`src/rtl/cfg_dec_pkg.sv`:
```
package cfg_dec_pkg;

   typedef enum logic [1:0] {
      SZ_ONE  = 2'd0,
      SZ_TWO  = 2'd1,
      SZ_FOUR = 2'd2,
      SZ_BAD  = 2'd3
   } acc_size_e;

   typedef struct packed {
      logic [7:0]  bus;
      logic [4:0]  dev;
      logic [2:0]  fn;
      logic [11:0] regofs;
   } cfg_tgt_t;

   function automatic logic [2:0] size_bytes(input acc_size_e sz);
      case (sz)
         SZ_ONE:  return 3'd1;
         SZ_TWO:  return 3'd2;
         SZ_FOUR: return 3'd4;
         default: return 3'd0;
      endcase
   endfunction

   function automatic logic [31:0] size_mask(input acc_size_e sz);
      case (sz)
         SZ_ONE:  return 32'h0000_00FF;
         SZ_TWO:  return 32'h0000_FFFF;
         SZ_FOUR: return 32'hFFFF_FFFF;
         default: return 32'h0000_0000;
      endcase
   endfunction

   function automatic logic [3:0] size_lanes(input acc_size_e sz);
      case (sz)
         SZ_ONE:  return 4'b0001;
         SZ_TWO:  return 4'b0011;
         SZ_FOUR: return 4'b1111;
         default: return 4'b0000;
      endcase
   endfunction

endpackage

```
`src/rtl/cfg_addr_latch.sv`:
```
module cfg_addr_latch
   import cfg_dec_pkg::*;
#(
   parameter int LATCH_BYTES = 4,
   localparam int LW    = 8 * LATCH_BYTES,
   localparam int OFF_W = $clog2(LATCH_BYTES)
)(
   input  logic             clk,
   input  logic             rst_n,
   input  logic             wr_en,
   input  logic [OFF_W-1:0] byte_off,
   input  acc_size_e        size,
   input  logic [LW-1:0]    wdata,
   output logic [LW-1:0]    q,
   output logic [LW-1:0]    rd_data
);

   if (LATCH_BYTES != 4) begin : g_bad_width
      $error("cfg_addr_latch: LATCH_BYTES must be 4");
   end

   logic [2:0]    nbytes;
   logic [LW-1:0] wshift;

   assign nbytes  = size_bytes(size);
   assign wshift  = wdata << {byte_off, 3'b000};
   assign rd_data = (q >> {byte_off, 3'b000}) & size_mask(size);

   for (genvar b = 0; b < LATCH_BYTES; b++) begin : g_lane
      logic       hit;
      logic [7:0] byte_q;
      logic [2:0] rel;

      assign rel = 3'(b) - {1'b0, byte_off};
      assign hit = (3'(b) >= {1'b0, byte_off}) && (rel < nbytes);

      always_ff @(posedge clk or negedge rst_n) begin
         if (!rst_n)
            byte_q <= 8'h00;
         else if (wr_en && hit)
            byte_q <= wshift[8*b +: 8];
      end

      assign q[8*b +: 8] = byte_q;
   end

   AST_LATCH_HOLD: assert property (@(posedge clk) disable iff (!rst_n)
      !wr_en |=> $stable(q));

   AST_LATCH_UPPER_KEEP: assert property (@(posedge clk) disable iff (!rst_n)
      (wr_en && size == SZ_ONE && byte_off == '0) |=> (q[LW-1:8] == $past(q[LW-1:8])));

endmodule

```
`src/rtl/cfg_target_decode.sv`:
```
module cfg_target_decode
   import cfg_dec_pkg::*;
#(
   parameter int NUM_BUSES = 1,
   parameter int PORT_SPAN = 8,
   localparam logic [32:0] WIN_LIMIT = 33'(NUM_BUSES) << 20
)(
   input  logic        acc_space,
   input  logic [31:0] acc_addr,
   input  acc_size_e   acc_size,
   input  logic [31:0] latch_q,
   output logic        acc_err,
   output logic        addr_port,
   output cfg_tgt_t    tgt
);

   if (NUM_BUSES < 1 || NUM_BUSES > 256) begin : g_bad_bus
      $error("cfg_target_decode: NUM_BUSES out of 1..256");
   end
   if (PORT_SPAN != 8) begin : g_bad_span
      $error("cfg_target_decode: PORT_SPAN must be 8");
   end

   logic in_win;
   logic in_port;

   if (NUM_BUSES == 256) begin : g_full_win
      assign in_win = (acc_addr[31:28] == 4'h0);
   end else begin : g_part_win
      assign in_win = ({1'b0, acc_addr} < WIN_LIMIT);
   end

   assign in_port = (acc_addr < 32'(PORT_SPAN));

   always_comb begin
      acc_err   = (acc_size == SZ_BAD) || (acc_space ? !in_port : !in_win);
      addr_port = acc_space && !acc_addr[2];
      if (acc_space) begin
         tgt.bus    = latch_q[23:16];
         tgt.dev    = latch_q[15:11];
         tgt.fn     = latch_q[10:8];
         tgt.regofs = {4'h0, latch_q[7:0]} + {10'h000, acc_addr[1:0]};
      end else begin
         tgt.bus    = acc_addr[27:20];
         tgt.dev    = acc_addr[19:15];
         tgt.fn     = acc_addr[14:12];
         tgt.regofs = acc_addr[11:0];
      end
   end

endmodule

```
`src/rtl/cfg_slot_presence.sv`:
```
module cfg_slot_presence
   import cfg_dec_pkg::*;
#(
   parameter int NUM_SLOTS = 16,
   localparam int SLOT_W = (NUM_SLOTS > 1) ? $clog2(NUM_SLOTS) : 1
)(
   input  cfg_tgt_t             tgt,
   input  logic [NUM_SLOTS-1:0] present,
   output logic                 exists,
   output logic [SLOT_W-1:0]    slot
);

   if (NUM_SLOTS < 1 || NUM_SLOTS > 32) begin : g_bad_slots
      $error("cfg_slot_presence: NUM_SLOTS out of 1..32");
   end

   logic [31:0] pres_ext;

   if (NUM_SLOTS == 32) begin : g_full
      assign pres_ext = present;
   end else begin : g_pad
      assign pres_ext = {{(32 - NUM_SLOTS){1'b0}}, present};
   end

   assign exists = (tgt.bus == 8'h00) && (tgt.fn == 3'd0) && pres_ext[tgt.dev];
   assign slot   = tgt.dev[SLOT_W-1:0];

endmodule

```
`src/rtl/cfg_access_decoder.sv`:
```
module cfg_access_decoder
   import cfg_dec_pkg::*;
#(
   parameter int NUM_SLOTS = 16,
   parameter int NUM_BUSES = 1,
   parameter int PORT_SPAN = 8,
   localparam int SLOT_W = (NUM_SLOTS > 1) ? $clog2(NUM_SLOTS) : 1
)(
   input  logic                 clk,
   input  logic                 rst_n,
   input  logic [NUM_SLOTS-1:0] slot_present,
   input  logic                 acc_valid,
   input  logic                 acc_space,
   input  logic [31:0]          acc_addr,
   input  logic [1:0]           acc_size,
   input  logic                 acc_wr,
   input  logic [31:0]          acc_wdata,
   output logic                 tgt_req,
   output logic [SLOT_W-1:0]    tgt_slot,
   output logic [9:0]           tgt_dw,
   output logic                 tgt_wr,
   output logic [3:0]           tgt_be,
   output logic [31:0]          tgt_wdata,
   input  logic [31:0]          tgt_rdata,
   output logic                 rsp_valid,
   output logic                 rsp_err,
   output logic [31:0]          rsp_rdata
);

   acc_size_e   size_e;
   logic [31:0] latch_q;
   logic [31:0] latch_rd;
   logic        acc_err;
   logic        addr_port;
   cfg_tgt_t    tgt;
   logic        exists;
   logic        latch_we;
   logic [1:0]  lane;
   logic [6:0]  be_wide;
   logic [31:0] amask;
   logic [31:0] rd_next;

   assign size_e = acc_size_e'(acc_size);

   cfg_target_decode #(
      .NUM_BUSES (NUM_BUSES),
      .PORT_SPAN (PORT_SPAN)
   ) i_decode (
      .acc_space (acc_space),
      .acc_addr  (acc_addr),
      .acc_size  (size_e),
      .latch_q   (latch_q),
      .acc_err   (acc_err),
      .addr_port (addr_port),
      .tgt       (tgt)
   );

   assign latch_we = acc_valid && !acc_err && addr_port && acc_wr;

   cfg_addr_latch #(
      .LATCH_BYTES (4)
   ) i_latch (
      .clk      (clk),
      .rst_n    (rst_n),
      .wr_en    (latch_we),
      .byte_off (acc_addr[1:0]),
      .size     (size_e),
      .wdata    (acc_wdata),
      .q        (latch_q),
      .rd_data  (latch_rd)
   );

   cfg_slot_presence #(
      .NUM_SLOTS (NUM_SLOTS)
   ) i_presence (
      .tgt     (tgt),
      .present (slot_present),
      .exists  (exists),
      .slot    (tgt_slot)
   );

   assign lane      = tgt.regofs[1:0];
   assign amask     = size_mask(size_e);
   assign be_wide   = {3'b000, size_lanes(size_e)} << lane;
   assign tgt_be    = be_wide[3:0];
   assign tgt_dw    = tgt.regofs[11:2];
   assign tgt_wr    = acc_wr;
   assign tgt_wdata = acc_wdata << {lane, 3'b000};
   assign tgt_req   = acc_valid && !acc_err && !addr_port && exists;

   always_comb begin
      if (acc_err || acc_wr)
         rd_next = 32'h0;
      else if (addr_port)
         rd_next = latch_rd;
      else if (!exists)
         rd_next = amask;
      else
         rd_next = (tgt_rdata >> {lane, 3'b000}) & amask;
   end

   always_ff @(posedge clk or negedge rst_n) begin
      if (!rst_n) begin
         rsp_valid <= 1'b0;
         rsp_err   <= 1'b0;
         rsp_rdata <= 32'h0;
      end else begin
         rsp_valid <= acc_valid;
         rsp_err   <= acc_valid && acc_err;
         rsp_rdata <= acc_valid ? rd_next : 32'h0;
      end
   end

   AST_REQ_PRESENT: assert property (@(posedge clk) disable iff (!rst_n)
      tgt_req |-> slot_present[tgt_slot]);

   AST_BAD_SIZE_NO_REQ: assert property (@(posedge clk) disable iff (!rst_n)
      (acc_valid && acc_size == 2'd3) |-> !tgt_req);

   AST_ERR_ZERO_DATA: assert property (@(posedge clk) disable iff (!rst_n)
      rsp_err |-> (rsp_rdata == 32'h0));

   AST_RSP_FOLLOWS: assert property (@(posedge clk) disable iff (!rst_n)
      acc_valid |=> rsp_valid);

   AST_RSP_NO_SPURIOUS: assert property (@(posedge clk) disable iff (!rst_n)
      !acc_valid |=> !rsp_valid);

   AST_BYTE_ONE_LANE: assert property (@(posedge clk) disable iff (!rst_n)
      (tgt_req && acc_size == 2'd0) |-> ($countones(tgt_be) == 1));

endmodule

```
`config.mk`:
```
export PLATFORM = sky130hd
export DESIGN_NAME = cfg_access_decoder
export DESIGN_NICKNAME = d
export VERILOG_FILES = /design/src/rtl/cfg_dec_pkg.sv /design/src/rtl/cfg_addr_latch.sv /design/src/rtl/cfg_target_decode.sv /design/src/rtl/cfg_slot_presence.sv /design/src/rtl/cfg_access_decoder.sv
export SDC_FILE = /design/constraint.sdc
export NUM_CORES = 1
export LEC_CHECK = 0
export BUFFER_PORTS_ARGS = -buffer_cell sky130_fd_sc_hd__buf_4
export CAP_MARGIN = 20
export CORE_MARGIN = 2
export CORE_UTILIZATION = 40
export CTS_CLUSTER_DIAMETER = 120
export DETAILED_ROUTE_END_ITERATION = 8
export PLACE_DENSITY = 0.67
export SLEW_MARGIN = 40
export SYNTH_ARGS = -nofsm -noshare
export SYNTH_HDL_FRONTEND = slang
export SYNTH_SLANG_ARGS = --single-unit
```
`constraint.sdc`:
```
create_clock -name clk -period 7.92 [get_ports clk]
set_input_delay 2.376 -clock clk [delete_from_list [all_inputs] [get_ports clk]]
set_output_delay 2.376 -clock clk [all_outputs]
set_load 0.02 [all_outputs]
```
==> flow_metrics.env <==
export IMPL_dieArea_mm2=0.0148
export IMPL_p_per_area_mw_per_mm2=140
export IMPL_maxSlewHeadroom_pct=47.3
export IMPL_p_int_mw=0.687
export IMPL_grt_start_max_net_pins=72
export IMPL_fin_nets=1008
export IMPL_worstSetupPathType="in -> out"
export IMPL_area_growth_pct=35.2
export IMPL_hold_viol=0
export IMPL_synth_largest_area_cell="dfrtp_1"
export IMPL_syn_avg_cell_area_um2=7.95
export IMPL_power_frac_comb_pct=31.5
export IMPL_antenna_found_initial=0
export IMPL_critPathLaunchType="input port"
export IMPL_synth_edf_count=0
export IMPL_die_w_um=122
export IMPL_hold_buffers=0
export IMPL_clkTransAtPathRegs_ns=0.05
export IMPL_gp_congestion=1.00
export IMPL_ys_async_sr_fraction_pct=100
export IMPL_track_usage_pct=28.0
export IMPL_synthesis_nets=832
export IMPL_leakagePower_nw=3.84
export IMPL_antenna_left=0
export IMPL_num_rows=42
export IMPL_synthTopCellsByArea="dfrtp_1, mux2i_1, nand2_1, a21oi_1, mux2_2"
export IMPL_rsz0062_at_grt="false"
export IMPL_clk_latency_ns=0.34
export IMPL_cts_resized=0
export IMPL_finalSetupTns_ns=0
export IMPL_netlist_instances=696
export IMPL_cts_tree="done"
export IMPL_cts_path_max_buffers=2
export IMPL_place_detailed_hpwl_um=15900
export IMPL_clkPwrFrac_pct=36.1
export IMPL_clock_tree_root_cell="clkbuf_16"
export IMPL_io_buffers=204
export IMPL_synth_area_mm2=0.00553
export IMPL_yosys_most_used_dff="dfrtp_1"
export IMPL_diodes=0
export IMPL_cts_sinks=66
export IMPL_run_status="complete, no violations"
export IMPL_clock_skew_final_ns=0.00732
export IMPL_p_sw_share_pct=34.3
export IMPL_yosysMostFrequentCell="nand2_1"
export IMPL_hold_class="reg -> reg"
export IMPL_cts_buffers=9
export IMPL_vias=5981
export IMPL_drc=0
export IMPL_cp_max_fo=43
export IMPL_grt_pass1_wl_um=32200
export IMPL_ir_drop_v=0.000114
export IMPL_synthTopCellsByCount="nand2_1, a21oi_1, dfrtp_1, mux2i_1, nor2_1"
export IMPL_h_tree_depth=3
export IMPL_cts_setup_buffers=0
export IMPL_arrival_ns=4.71
export IMPL_ys_types=56
export IMPL_ys_seq_area_share_pct=29.8
export IMPL_fmax_mhz=141
export IMPL_ys_ff_latch=66
export IMPL_min_period_over_period_pct=89.4
export IMPL_drt_iter0_drc=681
export IMPL_synth_top_area_share_pct=29.8
export IMPL_ys_warn_count=0
export IMPL_required_ns=5.54
export IMPL_worst_slew_pin_slew_ns=0.791
export IMPL_die_h_um=122
export IMPL_n_fill_cell=1265
export IMPL_layout_min_cycle_time_ns=7.08
export IMPL_drt_pass1_iterations=6
export IMPL_overflow=0
export IMPL_drv_cap=0
export IMPL_wl_um=20600
export IMPL_initial_utilization_pct=41.3
export IMPL_finalPower_mw=1.05
export IMPL_vias_per_cell=5.68
export IMPL_coreArea_mm2=0.0134
export IMPL_p_sw_mw=0.358
export IMPL_worst_setup_path_end_kind="output port"
export IMPL_io_pins=205
export IMPL_grt_pass1_vias=5840
export IMPL_finalMaxSlewViolations=0
export IMPL_finalSetupViolCount=0
export IMPL_drive_gt1_share_pct=31.2
export IMPL_wl_per_cell_um=19.6
export IMPL_power_frac_seq_pct=32.3
==> registers in the layout, indices dropped and copies added (netlist names) <==
register,cells
i_latch.g_lane.byte_q,32
rsp_valid,1
rsp_err,1
rsp_rdata,32
==> worst max-delay path, stage by stage <==
cell and delay [ns]:
buf_4 0.38, nor2_1 0.17, a22oi_1 0.27, o22ai_1 0.13, o311ai_0 0.52, o2111ai_2 0.43, nor2_1 0.25, buf_4 0.17
==> kinds of logic after synthesis <==
group,Yosys count,synth area share [%]
DFF,66,29.8
muxes,82,15.4
xor gates and xnor gates,6,0.950
adders and majority gates,17,3.98
buffers and inverters,71,4.97
AOI/OAI and AO/OA,188,22.8
and+or+nand+nor,266,22.0
==> metrics by stage <==
stage	util, %	setup WS (ns)	instance area, um2	hold slack [ns]	cells
finish	55.8	0.837	7480	0.564	1053
global route	55.8	0.613	7480	0.592	1053
CTS	55.8	0.874	7480	0.565	1053
detailed placement	53.7	0.886	7200	0.553	1037
global placement	53.6	0.875	7180	0.555	1037
floorplan	-	0.968	5530	0.515	696
==> cells in the final DEF, fill, tap and decap left out, types with 2 or more instances in the layout <==
cell type and n:
nand2b_1 6, o211a_1 16, nor2b_1 16, a2bb2oi_1 2, nand3_1 11, nor3_1 5, nor4_1 4, o21ai_0 33
or4_1 4, and3_1 16, mux2i_1 58, a32oi_1 2, a21oi_1 79, mux2_2 24, xnor2_1 6, a22oi_1 4
nand2_1 150, and2_1 2, o22ai_1 4, o21a_1 2, dfrtp_1 66, a211oi_1 9, buf_4 214, nor2_1 41
inv_1 21, a221oi_1 16, a21o_1 4, a2111oi_4 2, inv_6 2, clkinvlp_4 3, clkbuf_16 9, ha_1 16
==> metal layers <==
layer | global-route usage (%) | share of wire [%]
met3 | 4.40 | 6.8
met1 | 36.9 | 43
met5 | 0 | 0
met2 | 47.8 | 48
met4 | 7.90 | 1.8
==> power groups by stage <==
stage | clock (mW) | combinational [mW] | sequential (mW)
after floorplan | 0 | 0.176 | 0.345
after global placement | 0 | 0.321 | 0.344
after global routing | 0.394 | 0.358 | 0.338
after detailed placement | 0 | 0.326 | 0.344
final | 0.378 | 0.330 | 0.338
after CTS | 0.378 | 0.327 | 0.338
==> area by class of cell <==
cell class              count  area, um2  area share, %
multi-input cells         559       3630           48.6
flip-flops and latches     66       1650           22.1
repair buffers            215       1620           21.6
clock buffers               9        225           3.01
well taps                 176        220           2.94
inverters                  21       78.8           1.05
clock inverters             7       53.8          0.719
==> path summary, 6_finish.rpt <==
path / from / end / slack, ns / cells after the start
max: acc_space / tgt_req / 0.84 / 8
min: i_latch.g_lane[1].byte_q[1] / i_latch.g_lane[1].byte_q[1] / 0.56 / 1
max reg2reg: i_latch.g_lane[1].byte_q[3] / rsp_rdata[15] / 5.24 / 7
min reg2reg: i_latch.g_lane[1].byte_q[1] / i_latch.g_lane[1].byte_q[1] / 0.56 / 1
max in group asynchronous: rst_n / i_latch.g_lane[2].byte_q[1] / 5.44 / 1
min in group asynchronous: rst_n / rsp_rdata[0] / 2.02 / 1
(Power assumes the default switching activity.)
